[src/rtl/dl_arb_pkg.sv]
package dl_arb_pkg;
  parameter int unsigned DEF_NCH   = 16;
  parameter int unsigned DEF_NPORT = 4;
  parameter int unsigned DEF_TTD_W = 16;
  parameter int unsigned DEF_GRP_W = 2;
endpackage

[src/rtl/arb_port_ring.sv]
module arb_port_ring #(
  parameter int unsigned NPORT  = 4,
  localparam int unsigned PORT_W = $clog2(NPORT)
) (
  input  logic              clk,
  input  logic              rst_n,
  output logic [PORT_W-1:0] fav_o
);
  logic [PORT_W-1:0] fav_q, fav_d;

  always_comb begin
    fav_d = fav_q + PORT_W'(1);
  end

  always_ff @(posedge clk or negedge rst_n) begin
    if (!rst_n) fav_q <= '0;
    else        fav_q <= fav_d;
  end

  assign fav_o = fav_q;


  fav_step_chk: assert property (@(posedge clk) disable iff (!rst_n)
    1'b1 |=> fav_q == $past(fav_q) + PORT_W'(1));
endmodule

[src/rtl/arb_cand_filter.sv]
module arb_cand_filter #(
  parameter int unsigned NCH   = 16,
  parameter int unsigned NPORT = 4,
  parameter int unsigned TTD_W = 16,
  parameter int unsigned GRP_W = 2,
  localparam int unsigned PORT_W = $clog2(NPORT)
) (
  input  logic [NCH-1:0]        req_i,
  input  logic [NCH*PORT_W-1:0] port_map_i,
  input  logic [NCH*TTD_W-1:0]  ttd_i,
  input  logic [PORT_W-1:0]     fav_i,
  output logic [NCH-1:0]        cand_o,
  output logic [PORT_W-1:0]     sel_port_o,
  output logic                  any_o
);
  logic [NPORT-1:0]  port_has;
  logic [PORT_W-1:0] ch_port [NCH];
  logic [GRP_W-1:0]  ch_grp  [NCH];
  logic [NCH-1:0]    in_port;
  logic [GRP_W-1:0]  min_grp;
  logic [PORT_W-1:0] idx;
  logic              found;

  for (genvar c = 0; c < NCH; c++) begin : g_fields
    assign ch_port[c] = port_map_i[c*PORT_W +: PORT_W];
    assign ch_grp[c]  = ttd_i[c*TTD_W + TTD_W - GRP_W +: GRP_W];
  end

  always_comb begin
    port_has = '0;
    for (int c = 0; c < NCH; c++) begin
      if (req_i[c]) port_has[ch_port[c]] = 1'b1;
    end
    sel_port_o = fav_i;
    found      = 1'b0;
    idx        = '0;
    for (int k = 0; k < NPORT; k++) begin
      idx = fav_i + PORT_W'(k);
      if (!found && port_has[idx]) begin
        sel_port_o = idx;
        found      = 1'b1;
      end
    end
    min_grp = '1;
    for (int c = 0; c < NCH; c++) begin
      in_port[c] = req_i[c] && (ch_port[c] == sel_port_o);
      if (in_port[c] && ch_grp[c] < min_grp) min_grp = ch_grp[c];
    end
    for (int c = 0; c < NCH; c++) begin
      cand_o[c] = in_port[c] && (ch_grp[c] == min_grp);
    end
    any_o = |req_i;
  end
endmodule

[src/rtl/arb_rr_pick.sv]
module arb_rr_pick #(
  parameter int unsigned NCH   = 16,
  parameter int unsigned NPORT = 4,
  localparam int unsigned PORT_W = $clog2(NPORT),
  localparam int unsigned CH_W   = $clog2(NCH)
) (
  input  logic              clk,
  input  logic              rst_n,
  input  logic [NCH-1:0]    cand_i,
  input  logic [PORT_W-1:0] sel_port_i,
  input  logic              any_i,
  output logic [NCH-1:0]    win_o
);
  logic [CH_W-1:0]  last_q [NPORT];
  logic [CH_W-1:0]  last_d [NPORT];
  logic [NPORT-1:0] lv_q, lv_d;
  logic [NCH-1:0]   upper, pool;
  logic [CH_W-1:0]  win_idx;

  always_comb begin
    for (int c = 0; c < NCH; c++) begin
      upper[c] = cand_i[c] &&
                 (!lv_q[sel_port_i] || (CH_W'(c) > last_q[sel_port_i]));
    end
    pool  = (|upper) ? upper : cand_i;
    win_o = pool & (~pool + NCH'(1));
    win_idx = '0;
    for (int c = 0; c < NCH; c++) begin
      if (win_o[c]) win_idx = CH_W'(c);
    end
    last_d = last_q;
    lv_d   = lv_q;
    if (any_i) begin
      last_d[sel_port_i] = win_idx;
      lv_d[sel_port_i]   = 1'b1;
    end
  end

  for (genvar p = 0; p < NPORT; p++) begin : g_ptr
    always_ff @(posedge clk or negedge rst_n) begin
      if (!rst_n) begin
        last_q[p] <= '0;
        lv_q[p]   <= 1'b0;
      end else if (any_i) begin
        last_q[p] <= last_d[p];
        lv_q[p]   <= lv_d[p];
      end
    end
  end


  pick_onehot_chk: assert property (@(posedge clk) disable iff (!rst_n)
    any_i |-> $onehot(win_o));

  pick_in_cand_chk: assert property (@(posedge clk) disable iff (!rst_n)
    (win_o & ~cand_i) == '0);
endmodule

[src/rtl/dl_chan_arb.sv]
module dl_chan_arb
  import dl_arb_pkg::*;
#(
  parameter int unsigned NCH   = DEF_NCH,
  parameter int unsigned NPORT = DEF_NPORT,
  parameter int unsigned TTD_W = DEF_TTD_W,
  parameter int unsigned GRP_W = DEF_GRP_W,
  localparam int unsigned PORT_W = $clog2(NPORT)
) (
  input  logic                  clk,
  input  logic                  rst_n,
  input  logic [NCH-1:0]        req_i,
  input  logic [NCH*PORT_W-1:0] port_map_i,
  input  logic [NCH*TTD_W-1:0]  ttd_i,
  output logic [NCH-1:0]        grant_o,
  output logic                  grant_vld_o
);
  logic [PORT_W-1:0] fav;
  logic [PORT_W-1:0] sel_port;
  logic [NCH-1:0]    cand, win;
  logic              any_req;
  logic [NCH-1:0]    grant_q, grant_d;
  logic              vld_q, vld_d;

  arb_port_ring #(.NPORT(NPORT)) u_ring (
    .clk(clk), .rst_n(rst_n), .fav_o(fav)
  );

  arb_cand_filter #(.NCH(NCH), .NPORT(NPORT), .TTD_W(TTD_W), .GRP_W(GRP_W)) u_filt (
    .req_i(req_i), .port_map_i(port_map_i), .ttd_i(ttd_i), .fav_i(fav),
    .cand_o(cand), .sel_port_o(sel_port), .any_o(any_req)
  );

  arb_rr_pick #(.NCH(NCH), .NPORT(NPORT)) u_pick (
    .clk(clk), .rst_n(rst_n), .cand_i(cand), .sel_port_i(sel_port),
    .any_i(any_req), .win_o(win)
  );

  always_comb begin
    grant_d = any_req ? win : '0;
    vld_d   = any_req;
  end

  always_ff @(posedge clk or negedge rst_n) begin
    if (!rst_n) begin
      grant_q <= '0;
      vld_q   <= 1'b0;
    end else begin
      grant_q <= grant_d;
      vld_q   <= vld_d;
    end
  end

  assign grant_o     = grant_q;
  assign grant_vld_o = vld_q;


  grant_onehot_chk: assert property (@(posedge clk) disable iff (!rst_n)
    $onehot0(grant_o));

  vld_match_chk: assert property (@(posedge clk) disable iff (!rst_n)
    grant_vld_o == (grant_o != '0));

  idle_no_grant_chk: assert property (@(posedge clk) disable iff (!rst_n)
    (req_i == '0) |=> !grant_vld_o);

  no_lost_req_chk: assert property (@(posedge clk) disable iff (!rst_n)
    (req_i != '0) |=> grant_vld_o);

  grant_was_req_chk: assert property (@(posedge clk) disable iff (!rst_n)
    grant_vld_o |-> ((grant_o & $past(req_i)) != '0));
endmodule

[config.mk]
export PLATFORM = sky130hd
export DESIGN_NAME = dl_chan_arb
export DESIGN_NICKNAME = d
export VERILOG_FILES = /design/src/rtl/dl_arb_pkg.sv /design/src/rtl/arb_port_ring.sv /design/src/rtl/arb_cand_filter.sv /design/src/rtl/arb_rr_pick.sv /design/src/rtl/dl_chan_arb.sv
export SDC_FILE = /design/constraint.sdc
export NUM_CORES = 1
export LEC_CHECK = 0
export ABC_AREA = 1
export BUFFER_PORTS_ARGS = -buffer_cell sky130_fd_sc_hd__buf_2
export CAP_MARGIN = 20
export CORE_AREA = 2 2 127 129
export DETAILED_ROUTE_END_ITERATION = 8
export DIE_AREA = 0 0 129 131
export GPL_TIMING_DRIVEN = 0
export HOLD_SLACK_MARGIN = 0.03
export PLACE_DENSITY = 0.67
export SLEW_MARGIN = 20
export SYNTH_ARGS = -nofsm -noshare
export SYNTH_HDL_FRONTEND = slang
export SYNTH_SLANG_ARGS = --single-unit
[constraint.sdc]
create_clock -name clk -period 5.95 [get_ports clk]
set_input_delay 1.19 -clock clk [delete_from_list [all_inputs] [get_ports clk]]
set_output_delay 1.19 -clock clk [all_outputs]
set_load 0.03 [all_outputs]
**Word level (Yosys, flattened, before mapping)**

Cells that the tools add are included.

- Multiplexer cells: 105
- $add $sub $neg: 4
- Reduce and logical (&&, ||, !) cells: 107
- Equal/unequal tests: 32
- Magnitude comparators: 72
- Bitwise operators: 19

Operators with widths:

| operator | number |
|---|---|
| 4-bit two-way mux | 33 |
| 1-bit logical AND | 85 |
| 2-bit equality test | 32 |
| 4-bit bitwise OR | 16 |
| 2-bit by 3-bit less-than comparator with 1-bit output (second input constant) | 21 |
| 2-bit two-way mux | 19 |
| 1-bit demux with 2-bit select | 17 |
| 2-bit by 1-bit >= comparator with 1-bit output (second input constant) | 17 |
| 4-bit > comparator (first input constant) | 8 |
| 16-bit two-way mux | 2 |
| 16-bit OR reduction | 2 |
| 2-bit less-than comparator | 15 |
| 1-bit two-way mux | 26 |
| 16-bit by 1-bit adder with 16-bit output (second input constant) | 1 |
| 16-bit AND | 1 |
| 16-bit bitwise mux | 1 |
| 3-bit by 4-bit > comparator with 1-bit output (first input constant) | 4 |
| 1-bit logical OR | 16 |
| 16-bit NOT | 1 |
| 1-bit binary-select mux with 2-bit select | 5 |
| 4-bit binary-select mux with 2-bit select | 1 |
| 4-bit demux with 2-bit select | 1 |
| 1-bit by 4-bit > comparator with 1-bit output (first input constant) | 2 |
| 2-bit by 4-bit > comparator with 1-bit output (first input constant) | 2 |
| 7 further kinds | 11 |

- Input port bits: 306
- Output and inout port bits: 17
- Register bits after elaboration: 39
- Word-level logic and storage cells: 350

**Longest topological paths before layout**

Gate-level depths: netlist (run 1).

- Depth after elaboration: 120
- Mapped depth: 73
- Mapped depth without buffers: 71

**By module**

Synthesis (run 1) repeated with hierarchy kept, for this count alone.

- Cell total of the unflattened synthesis: 1,054
- Area, all modules: 5,640.4 µm²

Modules (own cells, without submodules):

| module | times used | cells an instance | seq. area each (µm²) | area an instance (µm²) |
|---|---|---|---|---|
| arb_cand_filter | 1 | 629 | 0.0 | 2,939.1 |
| arb_rr_pick | 1 | 367 | 500.5 | 2,040.7 |
| dl_chan_arb | 1 | 51 | 425.4 | 589.3 |
| arb_port_ring | 1 | 7 | 50.0 | 71.3 |

**Least setup slack after synthesis (run 1)**

No wires, ideal clock.

- Path type: input -> register
- Start point: in port_map_i[18]
- End point: reg u_pick.last_q[3] in the netlist's numbering
- Data arrival time: 7.101 ns
- Stages on the path: 62
- Setup slack: -1.268 ns
- Required time: 5.833 ns
- Library setup time: 0.117 ns
- Path buffers: 2
- Cells stage by stage: inv_1 > nand3_1 > and2_1 > nand2_1 > nor2_2 > nand3_1 > nand3_1 > nand2_2 > nor2_4 > nand3_2 > nand2_1 > nand2_2 > nand2_4 > nand2_1 > nand2_1 > nor2_2 > nand2_4 > nand3_2 > [26 not listed] > a21oi_1 > nand3_1 > nand2_1 > nor2_1 > nand2_2 > nor2_8 > buf_6 > nand2_1 > nand2_2 > inv_2 > nand4_2 > nor2_4 > nand3_2 > nand2_1 > nor2_2 > nand2_2 > nand2_1 > nand2_1

- Word-level cells in the longest chain between the ends: 101
- Elaborated cells between the ends (all ways): 229
- Those cells by class: add/sub: 1; order compare: 35; eq/ne: 32; mux: 61; bitwise: 10; reduce/logical: 90

RTL lines:

| element | line | source |
|---|---|---|
| from (decl) | dl_chan_arb.sv:13 | `input logic [NCH*PORT_W-1:0] port_map_i,` |
| 2-bit by 3-bit less-than comparator with 1-bit output (not written as such) or 2-bit by 1-bit >= comparator with 1-bit output (tied branches) | arb_cand_filter.sv:32 | `if (req_i[c]) port_has[ch_port[c]] = 1'b1;` |
| 1-bit logical AND (not written as such) | arb_cand_filter.sv:32 |  |
| 1-bit two-way mux (not written as such) | arb_cand_filter.sv:32 |  |
| 1-bit demux with 2-bit select | -- |  |
| 4-bit bitwise OR (no source line) | -- |  |
| 4-bit two-way mux | arb_cand_filter.sv:32 |  |
| 4-bit bitwise OR (no source line) | -- |  |
| 4-bit two-way mux | arb_cand_filter.sv:32 |  |
| [73 not listed] | -- |  |
| 1-bit logical AND | arb_rr_pick.sv:22 | `upper[c] = cand_i[c] &&` |
| 16-bit OR reduction | arb_rr_pick.sv:25 | `pool = (\|upper) ? upper : cand_i;` |
| 16-bit two-way mux | arb_rr_pick.sv:25 |  |
| 16-bit NOT | arb_rr_pick.sv:26 | `win_o = pool & (~pool + NCH'(1));` |
| 16-bit by 1-bit adder with 16-bit output | arb_rr_pick.sv:26 |  |
| 16-bit AND | arb_rr_pick.sv:26 |  |
| 4-bit two-way mux (13 in series) | arb_rr_pick.sv:29 | `if (win_o[c]) win_idx = CH_W'(c);` |
| 16-bit bitwise mux (*) | arb_rr_pick.sv:34 | `last_d[sel_port_i] = win_idx;` |
| to (signal, indexed assignment) | arb_rr_pick.sv:45 | `last_q[p] <= last_d[p];` |
| to (decl) | arb_rr_pick.sv:14 | `logic [CH_W-1:0] last_q [NPORT];` |

Mark *: on every way between the ends. The rest lies on a longest branch, timed or not. The select of a mux whose other input is x is not followed.
A chain may end at the register's enable or synchronous reset.

**Final worst setup path (run 1)**

- Start point: in req_i[5]
- End point: reg u_pick.last_q[7] in the netlist's numbering

- Word-level cells in the longest chain between the ends: 104
- Elaborated cells between the ends (all ways): 232
- Those cells by class: add/sub: 1; order compare: 33; eq/ne: 32; mux: 63; bitwise: 13; reduce/logical: 90

RTL lines:

| element | line | source |
|---|---|---|
| from (decl) | dl_chan_arb.sv:12 | `input logic [NCH-1:0] req_i,` |
| 4-bit two-way mux | arb_cand_filter.sv:32 |  |
| 4-bit bitwise OR (no source line) | -- |  |
| 4-bit two-way mux | arb_cand_filter.sv:32 |  |
| 4-bit bitwise OR (no source line) | -- |  |
| 4-bit two-way mux | arb_cand_filter.sv:32 |  |
| 4-bit bitwise OR (no source line) | -- |  |
| 4-bit two-way mux | arb_cand_filter.sv:32 |  |
| 4-bit bitwise OR (no source line) | -- |  |
| [76 not listed] | -- |  |
| 1-bit logical AND | arb_rr_pick.sv:22 |  |
| 16-bit OR reduction | arb_rr_pick.sv:25 |  |
| 16-bit two-way mux | arb_rr_pick.sv:25 |  |
| 16-bit NOT | arb_rr_pick.sv:26 |  |
| 16-bit by 1-bit adder with 16-bit output | arb_rr_pick.sv:26 |  |
| 16-bit AND | arb_rr_pick.sv:26 |  |
| 4-bit two-way mux (13 in series) | arb_rr_pick.sv:29 |  |
| 16-bit bitwise mux | arb_rr_pick.sv:34 |  |

Several ways; a longest one is shown, not always the timed one. The select of a mux whose other input is x is not followed.

==> results.md, run 1 <==
| Stage | Metric | Value |
| --- | --- | --- |
| sta | Worst clock skew | 0.002541 ns |
| synth | Number of synthesized flops with an enable pin | 0 |
| layout | Ratio of cells with drive above 1 in the final layout | 0.4766 |
| global route | Global-route wire length before repair | 30600 um |
| clocking | Clock Tree Root | clkbuf_16 |
| clocking | Number of buffers created by CTS | 5 |
| global route | Antenna violations before repair | 1 |
| sta | Final hold violation count | 0 |
| power and ir drop | Total power draw | 2.235 mW |
| clocking | Insertion delay to the later sink of the worst-skew pair | 0.28 ns |
| layout | Post-Route Utilization | 0.5441 |
| layout | Final-stage net count | 1396 |
| status | Run status | complete, but fails checks |
| worst setup path | Most frequent cell on the critical path | nor2_4 |
| clocking | TritonCTS clock tree | done |
| synth | Register bit total from synthesis | 39 |
| sta | Slew at the pin closest to its max-slew limit | 0.8589 ns |
| worst hold path | Cells on Worst Hold Path | 2 |
| layout | Area used by multi-input combinational logic | 4848 um2 |
| worst setup path | Maximum fanout count along the critical path | 6 |
| global route | Global-route usage over all layers | 0.2305 |
| global route | Grt ovf | 0 |
| synth | Cell types occupying the most area after synthesis | nand2_1 (22%), dfrtp_1 (19%), nand3_1 (13%) |
| worst setup path | Reg2Reg Setup Slack | -1.18 ns |
| worst hold path | Hold path startpoint | u_pick.lv_q[1] |
| synth | Top cells by instance count after synthesis | nand2_1 (303), nand3_1 (129), inv_1 (118), nor2_1 (106), dfrtp_1 (39) |
| floorplan | Starting density of the core | 0.3269 |
| synth | Post-synthesis cell count | 898 |
| synth | Synth Flop Type | dfrtp_1 |
| placed design | Total cell area at the placement stage | 5978 um2 |
| layout | Final standard cell area without fillers | 8487 um2 |
| flow run | Maximum Capacitance Violations | 0 |
| worst setup path | Critical Path Max Stage Delay | 0.24 ns |
| global route | Via count of the first global-routing pass | 6244 |
| route | Detailed-route DRC error count | 0 |
| floorplan | DIE WIDTH | 129 um |
| worst setup path | Startpoint kind of the worst setup timing path | input pin |
| placed design | Post-detail-place hpwl | 13970 um |
| layout | Layout Cells excl Fill | 1306 |
| sta | Post-layout worst setup margin | -1.742 ns |
| floorplan | Number of rows created at floorplan | 46 |
| status | Failing checks | setup timing |
| synth | Area share of the largest cell type after synthesis | 0.2231 |
| sta | Worst slew margin | 0.4274 |
| layout | P&R area growth vs syn | 66.45% |
| route | Average wire per standard cell | 15.86 um |
| floorplan | Core ar. | 15600 um2 |
| sta | Worst hold slack | 0.4515 ns |
| worst setup path | Startpoint of the worst register-to-register path | u_ring.fav_o[1] |
| worst setup path | Type of element capturing the critical path | register |
| route | Final WL | 20710 um |
| synth | Synthesized netlist net count | 1206 |
| clocking | Total number of clock tree sinks | 39 |
| power and ir drop | PD cells | 263.3 nW/um2 |
| clocking | Maximum buffer depth of the clock tree | 2 |
| sta | Setup repair after global routing missed its margin | yes |
| synth | Leading cell type by number of instances after synthesis | nand2_1 |
| sta | Max Freq | 130.0 MHz |
| route | Detailed-router iteration count before antenna repair | 6 |
| worst setup path | Endpoint arrival time on the critical path | 7.86 ns |
| power and ir drop | Leakage power | 4.333 nW |
| global route | Pin count of the biggest net entering global routing | 40 |
| floorplan | Die Y-Extent | 131 um |
| power and ir drop | IR Drop Worst-Case VDD | 0.1493 mV |
| worst hold path | Worst min-delay path endpoint | u_pick.lv_q[1] |
| route | ANT nets after route | 0 |
| layout | Number of fill cells | 1417 |
| worst setup path | Register-to-Register Path Depth | 62 |
| clocking | Clock transition at the registers of the reported paths | 0.06 ns |
| synth | Sequential area share after synthesis | 0.1914 |
| layout | Register area | 975.9 um2 |
| floorplan | Count of pins on the block boundary | 323 |
| sta | Clock period minus worst slack | 7.692 ns |
| worst setup path | Required time reported for the critical path endpoint | 6.12 ns |
| clocking | H-tree lvl count | 2 |
| worst setup path | Reg2Reg Capture Point | u_pick.last_q[7] |
| placed design | GP Congestion | 0.9390 |
| synth | Avg Inst Size Synth | 5.678 um2 |
| synth | Yosys synthesis warning count | 0 |
| sta | Final setup vio count | 32 |
| worst setup path | WS Path Type | input pin to register |
| route | Detailed Route Iter0 Violations | 548 |
| sta | Max-slew violations | 0 |
| synth | Count of cell types in the netlist | 43 |
| sta | Final worst-path cycle share | 1.293 |
| placed design | Place WS | -2.366 ns |
| synth | Fraction of registers with async set/reset | 1.000 |
| route | Via density per instance | 5.141 |
| worst hold path | Hold/Removal Path Class | register to register |
| synth | Mapped cell area | 5099 um2 |
| placed design | Number of port buffers | 98 |
| worst setup path | Highest-delay cell along the critical path | ha_4 |
| route | Total number of vias | 6714 |
| sta | Final sum of negative setup slack | -48.26 ns |
| placed design | Placed cell count | 1212 |
| floorplan | Overall die area | 16900 um2 |
| synth | Library cell with the largest summed area after synthesis | nand2_1 |
registers in the layout, indices dropped and copies added (netlist names):
name	cells
u_ring.fav_o	2
grant_vld_o	1
grant_o	16
u_pick.lv_q	4
u_pick.last_q	16
repair_timing:
item,CTS,global route
buffers inserted,63,18
resized for setup,191,224
hold buffers,0,0
pin swaps,95,102
endpoints found under the setup margin,32,32
gates cloned,6,1
critical path, delay by kind of cell:
| family | cells | cell delay, ns |
|---|---|---|
| AOI/OAI and AO/OA | 2 | 0.31 |
| adders and majority gates | 2 | 0.40 |
| and+or+nand+nor | 47 | 4.53 |
| buffers and inverters | 15 | 1.36 |
how the worst max path moves through the flow:
stage                    from           endpoint  slack (ns)  cells past startpoint
6_report             req_i[5]   u_pick.last_q[7]       -1.74                     66
5_1_grt        port_map_i[12]   u_pick.last_q[6]       -2.15                     70
4_1_cts        port_map_i[13]  u_pick.last_q[12]       -1.50                     63
3_5_place_dp   port_map_i[16]   u_pick.last_q[8]       -2.37                     56
3_3_place_gp   port_map_i[16]   u_pick.last_q[0]       -2.29                     56
2_1_floorplan  port_map_i[16]   u_pick.last_q[7]        -1.0                     64
cell families (layout without fill, tap and decap cells):
family | Yosys count | count (layout) | share of synthesized area
XOR/XNOR | 12 | 12 | 0.02061
flip-flops | 39 | 39 | 0.1914
adder cells (fa/ha/maj) | 2 | 2 | 0.004907
other | 0 | 1 | 0
buffers and inverters | 145 | 333 | 0.1141
AND/OR/NAND/NOR | 639 | 642 | 0.5882
AO/OA/AOI/OAI | 61 | 61 | 0.08074
layer usage:
layer / global-route usage / share of wire / vias up
met5: 0 / 0 / -
met4: 0.06905 / 0.030 / 0
met3: 0.03990 / 0.074 / 56
met2: 0.4006 / 0.48 / 304
met1: 0.2933 / 0.42 / 3112
li1: - / - / 3242
power breakdown:
part / internal [mW] / total [mW] / switching (mW) / leakage [nW]
logic: 0.634 / 1.54 / 0.909 / 3.74
registers: 0.319 / 0.347 / 0.0280 / 0.498
clock network: 0.240 / 0.344 / 0.104 / 0.0911
cells in the final DEF (no fill, tap or decap), drive strengths merged, types with 2 or more instances in the layout:
cell type,n
nand4,11
o2111ai,2
o22ai,2
xor2,12
o21ai,25
nor3,7
o221ai,4
nor4,4
or2,2
nand2,330
a22oi,3
clkbuf,7
nand3b,2
inv,135
o211ai,6
and2,8
dfrtp,39
nand3,144
nor3b,2
o21bai,6
bufinv,2
a21oi,9
nor2,132
buf,188
ha,2
cell type report:
type                       instances  area share
antenna                            1   0.0002949
tap                              216     0.03184
sequential                        39      0.1150
buffer                             9     0.01194
clock buffer                       6     0.01519
multi-input combinational        717      0.5713
clock inverter                     2    0.007077
timing repair buffer             180      0.1828
inverter                         136     0.06457
(Power assumes the default switching activity.)
==> run 2: changes to the inputs <==
- ABC_AREA: 1 -> 0
- PLACE_DENSITY: 0.67 -> 0.71
==> results.md, run 2 <==
| Stage | Metric | Value | Change |
| --- | --- | --- | --- |
| floorplan | Count of pins on the block boundary | 323 | unchanged |
| worst setup path | Startpoint kind of the worst setup timing path | input pin |  |
| layout | Most frequent cells in the layout | buf_4 (86), buf_2 (84), nand2_1 (69) |  |
| global route | Antenna violations before repair | 1 | unchanged |
| flow run | Maximum Capacitance Violations | 0 | unchanged |
| worst setup path | Register-to-Register Path Depth | 35 | -44% |
| layout | Final-stage net count | 1205 | -14% |
| route | Detailed Route Iter0 Violations | 617 | +13% |
| global route | Grt ovf | 0 | unchanged |
| sta | Worst slew margin | 0.3554 | -0.07198 |
| synth | Library cell with the largest summed area after synthesis | dfrtp_1 |  |
| worst setup path | Required time reported for the critical path endpoint | 6.12 ns | about the same |
| route | Via density per instance | 6.307 | +23% |
| status | Failing checks | setup timing |  |
| clocking | H-tree lvl count | 2 | unchanged |
| synth | Area share of the largest cell type after synthesis | 0.1718 | -0.05122 |
| route | Final WL | 23780 um | +15% |
| worst setup path | Startpoint of the worst register-to-register path | u_ring.fav_o[1] |  |
| synth | Cell types occupying the most area after synthesis | dfrtp_1 (17%), nand2_1 (4.9%), mux2_2 (4.6%) |  |
| layout | Layout Cells excl Fill | 1114 | -15% |
| placed design | Post-detail-place hpwl | 16120 um | +15% |
| floorplan | DIE WIDTH | 129 um | unchanged |
| clocking | Insertion delay to the later sink of the worst-skew pair | 0.28 ns | about the same |
| clocking | Total number of clock tree sinks | 39 | unchanged |
| placed design | Placed cell count | 1010 | -17% |
| clocking | Number of buffers created by CTS | 5 | unchanged |
| worst setup path | Highest-delay cell along the critical path | nor4_4 |  |
| global route | Global routing usage on met3 | 0.03990 | unchanged |
| layout | Post-Route Utilization | 0.5598 | +0.01564 |
| global route | Met1 routing resource usage after global routing | 0.3455 | +0.05218 |
| power and ir drop | Clock share of power | 0.097 | -0.057 |
| synth | Count of cell types in the netlist | 104 | +140% |
| clocking | TritonCTS clock tree | done |  |
| global route | Global-route usage over all layers | 0.2537 | +0.02328 |
| power and ir drop | IR Drop Worst-Case VDD | 0.1598 mV | +7.0% |
| floorplan | Overall die area | 16900 um2 | unchanged |
| route | Detailed-route DRC error count | 0 | unchanged |
| worst setup path | Critical Path Max Stage Delay | 0.43 ns | +0.19 ns |
| sta | Worst clock skew | 0.004975 ns | +0.002434 ns |
| sta | Clock period minus worst slack | 8.576 ns | +0.8841 ns |
| worst setup path | Most frequent cell on the critical path | buf_12 |  |
| sta | Max Freq | 116.6 MHz | -10% |
| power and ir drop | Combinational group share of total power | 0.773 | +0.082 |
| status | Run status | complete, but fails checks |  |
| route | Average wire per standard cell | 21.35 um | +35% |
| synth | Adder-cell area share of the yosys netlist | 0.004406 | -0.0005017 |
| clocking | Maximum buffer depth of the clock tree | 2 | unchanged |
| synth | Register bit total from synthesis | 39 | unchanged |
| placed design | Place WS | -3.573 ns | -1.207 ns |
| global route | Via count of the first global-routing pass | 6459 | +3.4% |
| worst setup path | Crit path launch | req_i[1] |  |
| route | Detailed-router iteration count before antenna repair | 6 | unchanged |
| worst setup path | Timing endpoint of the critical path | u_pick.last_q[5] |  |
| layout | Most common cell after layout, fill and taps aside | buf_4 |  |
| worst setup path | Reg2Reg Capture Point | u_pick.last_q[5] |  |
| worst setup path | Maximum fanout count along the critical path | 9 | +3 |
| synth | Synthesized netlist net count | 1009 | -16% |
| sta | Slew at the pin closest to its max-slew limit | 0.9648 ns | +0.1059 ns |
| sta | Max-slew violations | 0 | unchanged |
| floorplan | Die Y-Extent | 131 um | unchanged |
| synth | Mapped cell area | 5679 um2 | +11% |
| route | Total number of vias | 7026 | +4.6% |
| worst setup path | WS Path Type | input pin to register |  |
| sta | Final sum of negative setup slack | -74.79 ns | -26.53 ns |
| synth | Yosys synthesis warning count | 0 | unchanged |
| synth | Simple-Gate Fraction of Synth Area | 0.3294 | -0.2589 |
| clocking | Clock transition at the registers of the reported paths | 0.06 ns | about the same |
| synth | Number of synthesized flops with an enable pin | 0 | unchanged |
| power and ir drop | Switching power share of the total | 0.4631 | -0.002858 |
| placed design | Number of port buffers | 92 | -6.1% |
| power and ir drop | Total power draw | 2.635 mW | +18% |
| worst setup path | Type of element capturing the critical path | register |  |
| synth | Avg Inst Size Synth | 8.102 um2 | +43% |
| synth | Compound-cell area share of the yosys netlist | 0.2844 | +0.2037 |
| floorplan | Core ar. | 15600 um2 | unchanged |
| layout | P&R area growth vs syn | 53.73% |  |
| power and ir drop | Design internal power | 1.415 mW | +19% |
| synth | Leading cell type by number of instances after synthesis | nand2_1 |  |
| worst setup path | Reg2Reg Setup Slack | -1.76 ns | -0.58 ns |
| synth | Top cells by instance count after synthesis | nand2_1 (74), dfrtp_1 (39), nand3_1 (39), nor2_1 (36), inv_1 (31) |  |
| worst setup path | Endpoint arrival time on the critical path | 8.75 ns | +0.89 ns |
| sta | Post-layout worst setup margin | -2.626 ns | -0.8841 ns |
| floorplan | Starting density of the core | 0.3641 | +0.03722 |
| power and ir drop | PD cells | 301.8 nW/um2 | +15% |
| sta | Final worst-path cycle share | 1.441 | +0.1486 |
| global route | Pin count of the biggest net entering global routing | 40 | unchanged |
| global route | Global-route wire length before repair | 34010 um | +11% |
| worst hold path | Hold/Removal Path Class | register to register |  |
| synth | Mux contribution to synthesized area | 0.09826 | +0.09826 |
| clocking | CTS Hold Bufs | 0 | unchanged |
| synth | Sequential area share after synthesis | 0.1718 | -0.01957 |
| sta | Final setup vio count | 32 | unchanged |
| floorplan | Number of rows created at floorplan | 46 | unchanged |
| synth | Synth Flop Type | dfrtp_1 |  |
| power and ir drop | Sequential cell fraction of total power | 0.130 | -0.025 |
| layout | Ratio of cells with drive above 1 in the final layout | 0.4682 | -0.008357 |
| synth | Main combinational cell family by area after synthesis | simple AND/OR/NAND/NOR gates |  |
| synth | Post-synthesis cell count | 701 | -22% |
| placed design | GP Congestion | 0.9973 | +6.2% |
| clocking | Clock Tree Root | clkbuf_16 |  |
| sta | Final hold violation count | 0 | unchanged |
| power and ir drop | Switching component of the power | 1.220 mW | +17% |
| power and ir drop | Leakage power | 3.599 nW | -17% |
| global route | Met2 layer usage reported by global route | 0.4174 | +0.01681 |
| global route | GR peak layer | met2 |  |
| synth | Xor and xnor fraction of the mapped netlist area | 0.06301 | +0.04240 |
| synth | Fraction of registers with async set/reset | 1.000 | unchanged |
| route | ANT nets after route | 0 | unchanged |
| sta | Setup repair after global routing missed its margin | yes |  |
[run 2: cell types whose count changed after synthesis, moves of 18 or more]
cell      delta
inv_1       -87
mux2i_1     +22
nand3b_1    +18
nand2_1    -229
mux2_2      +23
nand3_1     -90
nor2_1      -70
xnor2_1     +22
[run 2: worst max-delay path, delay by kind of cell]
kind,cells,cell delay (ns)
mux,3,0.73
fa+ha+maj,1,0.18
compound gates,14,3.21
simple gates,10,2.09
buf+inv,8,1.19
xor+xnor,1,0.13
[run 2: metrics by stage]
stage / cell area [um2] / hold slack, ns
6_report: 8731 / 0.4641
5_1_grt: 8728 / 0.4789
4_1_cts: 7859 / 0.4672
3_5_place_dp: 6684 / 0.4499
3_3_place_gp: 6679 / 0.4453
2_1_floorplan: 5948 / 0.4285
[run 2: timing repair]
| item | in CTS | in global routing |
|---|---|---|
| pin swaps | 47 | 69 |
| setup buffers | 53 | 41 |
| gates cloned | 4 | 0 |
| resized for setup | 92 | 114 |
| endpoints found under the setup margin | 32 | 32 |
[run 2: cell families after synthesis]
group                    count (synthesis)
AO/OA/AOI/OAI                          193
adder cells (fa/ha/maj)                  2
AND/OR/NAND/NOR                        321
multiplexers                            50
XOR/XNOR                                40
flip-flops                              39
buffers and inverters                   56
[run 2: power by group through the flow]
stage	combinational [mW]	sequential (mW)	clock, mW
floorplan	0.931	0.361	0
global placement	1.25	0.344	0
detailed placement	1.25	0.345	0
CTS	1.60	0.341	0.258
global route	2.14	0.350	0.272
finish	2.04	0.344	0.256
[run 2: cell type report]
type                    instances  area, um2
diodes                          1      2.502
plain buffers                  24      232.7
clock buffers                   5      125.1
clock inverters                 2      13.76
fillers                      1326       6867
inverters                      31      116.4
multi-input cells             606       5625
flip-flops and latches         39      975.9
well taps                     216      270.3
repair buffers                190       1369
[run 2: worst min path at each step]
stage,start,cells past startpoint,slack [ns],endpoint
2_1_floorplan,u_pick.lv_q[0],1,0.43,u_pick.lv_q[0]
3_3_place_gp,u_pick.lv_q[0],1,0.45,u_pick.lv_q[0]
3_5_place_dp,u_pick.lv_q[0],1,0.45,u_pick.lv_q[0]
4_1_cts,u_pick.lv_q[0],1,0.47,u_pick.lv_q[0]
5_1_grt,u_pick.lv_q[0],1,0.48,u_pick.lv_q[0]
6_report,u_pick.lv_q[0],1,0.46,u_pick.lv_q[0]
[run 2: per-layer routing]
metal / routed length (um) / up-vias
li1: - / 3109
met1: 9568 / 3397
met2: 11220 / 407
met3: 2015 / 111
met4: 966 / 2
met5: 11 / -
==> run 3: changes to the inputs <==
- ABC_AREA: 0 -> 1
- PLACE_DENSITY: 0.71 -> 0.67
- REMOVE_ABC_BUFFERS: unset -> 1
==> results.md, run 3 (synthesis results as in run 1) <==
| Stage | Metric | Value | Change |
| --- | --- | --- | --- |
| status | Run status | complete, but fails checks |  |
| status | Failing checks | setup timing |  |
| sta | Post-layout worst setup margin | -1.675 ns | +0.9509 ns |
| power and ir drop | PD cells | 250.1 nW/um2 | -17% |
| route | Via density per instance | 5.221 | -17% |
| sta | Slew at the pin closest to its max-slew limit | 0.8585 ns | -0.1063 ns |
| floorplan | Count of pins on the block boundary | 323 | unchanged |
| sta | Final hold violation count | 0 | unchanged |
| worst setup path | Crit path launch | req_i[12] |  |
| layout | Register area | 975.9 um2 | unchanged |
| sta | Max Freq | 131.1 MHz | +12% |
| worst hold path | Hold/Removal Path Class | register to register |  |
| worst hold path | Worst min-delay path endpoint | u_pick.lv_q[0] |  |
| power and ir drop | IR Drop Worst-Case VDD | 0.1303 mV | -18% |
| floorplan | Overall die area | 16900 um2 | unchanged |
| route | Detailed-route DRC error count | 0 | unchanged |
| route | Average wire per standard cell | 15.77 um | -26% |
| sta | Clock period minus worst slack | 7.625 ns | -0.9509 ns |
| worst hold path | Cells on Worst Hold Path | 2 | +1 |
| clocking | Maximum buffer depth of the clock tree | 2 | unchanged |
| layout | Area used by multi-input combinational logic | 4943 um2 | -12% |
| clocking | TritonCTS clock tree | done |  |
| clocking | H-tree lvl count | 2 | unchanged |
| clocking | Total number of clock tree sinks | 39 | unchanged |
| route | Routed wl met2 | 10150 um | -9.5% |
| worst setup path | Type of element capturing the critical path | register |  |
| sta | Worst slew margin | 0.4277 | +0.07228 |
| layout | Most frequent cells in the layout | nand2_1 (233), inv_1 (89), nand3_1 (78) |  |
| global route | Via count of the first global-routing pass | 6184 | -4.3% |
| worst setup path | Register-to-Register Path Depth | 62 | +77% |
| power and ir drop | Leakage power | 4.193 nW | +16% |
| layout | Most common cell after layout, fill and taps aside | nand2_1 |  |
| flow run | Maximum Capacitance Violations | 0 | unchanged |
| power and ir drop | Total power draw | 2.048 mW | -22% |
| sta | Worst clock skew | 0.006887 ns | +0.001912 ns |
| sta | Max-slew violations | 0 | unchanged |
| route | Detailed-router iteration count before antenna repair | 5 | -1 |
| layout | Post-Route Utilization | 0.5250 | -0.03473 |
| layout | P&R area growth vs syn | 60.61% |  |
| placed design | GP Congestion | 0.9315 | -6.6% |
| worst setup path | Endpoint arrival time on the critical path | 7.79 ns | -0.96 ns |
| layout | Ratio of cells with drive above 1 in the final layout | 0.4645 | -0.003741 |
| route | Post-Route M1 WL | 7878 um | -18% |
| worst setup path | Highest-delay cell along the critical path | nor2_8 |  |
| layout | Final-stage net count | 1377 | +14% |
| placed design | Post-detail-place hpwl | 13230 um | -18% |
| worst hold path | Hold path startpoint | u_pick.lv_q[0] |  |
| worst setup path | Critical Path Max Stage Delay | 0.24 ns | -0.19 ns |
| sta | Final worst-path cycle share | 1.282 | -0.1598 |
| floorplan | Number of rows created at floorplan | 46 | unchanged |
| global route | Global-route wire length before repair | 30220 um | -11% |
| route | Final WL | 20280 um | -15% |
| route | Detailed Route Iter0 Violations | 596 | -3.4% |
| clocking | Number of buffers created by CTS | 5 | unchanged |
| route | Total number of vias | 6714 | -4.4% |
| sta | Worst hold slack | 0.4566 ns | -0.007470 ns |
| floorplan | Starting density of the core | 0.3269 | -0.03722 |
| worst setup path | Reg2Reg Capture Point | u_pick.last_q[3] |  |
| layout | Number of fill cells | 1450 | +9.4% |
| layout | N_diodes | 0 | -1 |
| route | Routed met3 length | 1648 um | -18% |
| floorplan | Die Y-Extent | 131 um | unchanged |
| worst setup path | Startpoint of the worst register-to-register path | u_ring.fav_o[0] |  |
| worst setup path | Most frequent cell on the critical path | nand2_1 |  |
| global route | Grt ovf | 0 | unchanged |
| global route | Antenna violations before repair | 0 | -1 |
| worst setup path | WS Path Type | input pin to register |  |
| clocking | Clock transition at the registers of the reported paths | 0.06 ns | about the same |
| worst setup path | Reg2Reg Setup Slack | -1.22 ns | +0.54 ns |
| route | Uppermost layer routed | met4 |  |
| clocking | Clock Tree Root | clkbuf_16 |  |
| sta | Setup repair after global routing missed its margin | yes |  |
| worst setup path | Maximum fanout count along the critical path | 7 | -2 |
| floorplan | DIE WIDTH | 129 um | unchanged |
| worst setup path | Startpoint kind of the worst setup timing path | input pin |  |
| global route | Pin count of the biggest net entering global routing | 40 | unchanged |
| global route | Global-route usage over all layers | 0.2235 | -0.03028 |
| placed design | Number of port buffers | 98 | +6.5% |
| clocking | Insertion delay to the later sink of the worst-skew pair | 0.28 ns | about the same |
| worst setup path | Required time reported for the critical path endpoint | 6.12 ns | about the same |
| floorplan | Core ar. | 15600 um2 | unchanged |
| route | ANT nets after route | 0 | unchanged |
| sta | Final setup vio count | 32 | unchanged |
run 3: cell count changes in the layout (fill, tap and decap cells not counted), moves of 20 or more:
cell / before / now
nand2_1: 69 / 233
inv_1: 30 / 89
nand2_2: 4 / 62
nand3_1: 29 / 78
nand3_2: 11 / 54
inv_2: 1 / 42
nor2_4: 7 / 40
buf_2: 84 / 54
nor2_1: 28 / 58
nor2_2: 4 / 34
nand2_4: 1 / 21
run 3: how the worst max path moves through the flow:
stage | to | slack, ns | cells after the start
after detailed placement | u_pick.last_q[12] | -3.02 | 59
after global placement | u_pick.last_q[12] | -2.97 | 61
after CTS | u_pick.last_q[10] | -1.53 | 67
final | u_pick.last_q[3] | -1.68 | 67
after floorplan | u_pick.last_q[3] | -1.33 | 60
after global routing | u_pick.last_q[10] | -2.12 | 69
run 3: metal layers:
| metal | global-route usage | vias to the layer above |
|---|---|---|
| li1 | - | 3208 |
| met5 | 0 | - |
| met1 | 0.2843 | 3111 |
| met3 | 0.03990 | 70 |
| met2 | 0.3869 | 325 |
| met4 | 0.06841 | 0 |
run 3: cell type report:
cell class,instances,area share
Multi-Input combinational cell,723,0.6037
Timing Repair Buffer,164,0.1591
Sequential cell,39,0.1192
Inverter,136,0.06387
Clock inverter,2,0.004278
Clock buffer,6,0.01696
Tap cell,216,0.03300
run 3: timing repair:
action | 4_1_cts | 5_1_grt
setup endpoints to repair | 32 | 32
cloned | 7 | 2
resized for setup | 208 | 200
endpoints found under the hold margin | 0 | 0
setup buffers | 45 | 20
hold buffers | 0 | 0
pin swaps | 101 | 124
run 3: critical path, delay by kind of cell:
family	cells	cell delay (ns)
simple gates	55	4.97
compound gates	2	0.35
fa+ha+maj	1	0.16
buf+inv	9	1.05
run 3: per-stage QoR:
stage	setup WS, ns	cell area [um2]	cells	TNS (ns)
3_5_place_dp	-3.018	5788	1203	-87.14
3_3_place_gp	-2.973	5788	1203	-85.70
2_1_floorplan	-1.331	5027	889	-36.43
5_1_grt	-2.121	8189	1286	-59.08
4_1_cts	-1.528	7217	1263	-40.78
6_report	-1.675	8189	1286	-45.32
run 3: report_power, final:
group / switching, mW / internal [mW] / total, mW / leakage (nW)
clock network: 0.101 / 0.208 / 0.310 / 0.0868
registers: 0.0298 / 0.319 / 0.349 / 0.498
logic: 0.893 / 0.497 / 1.39 / 3.61
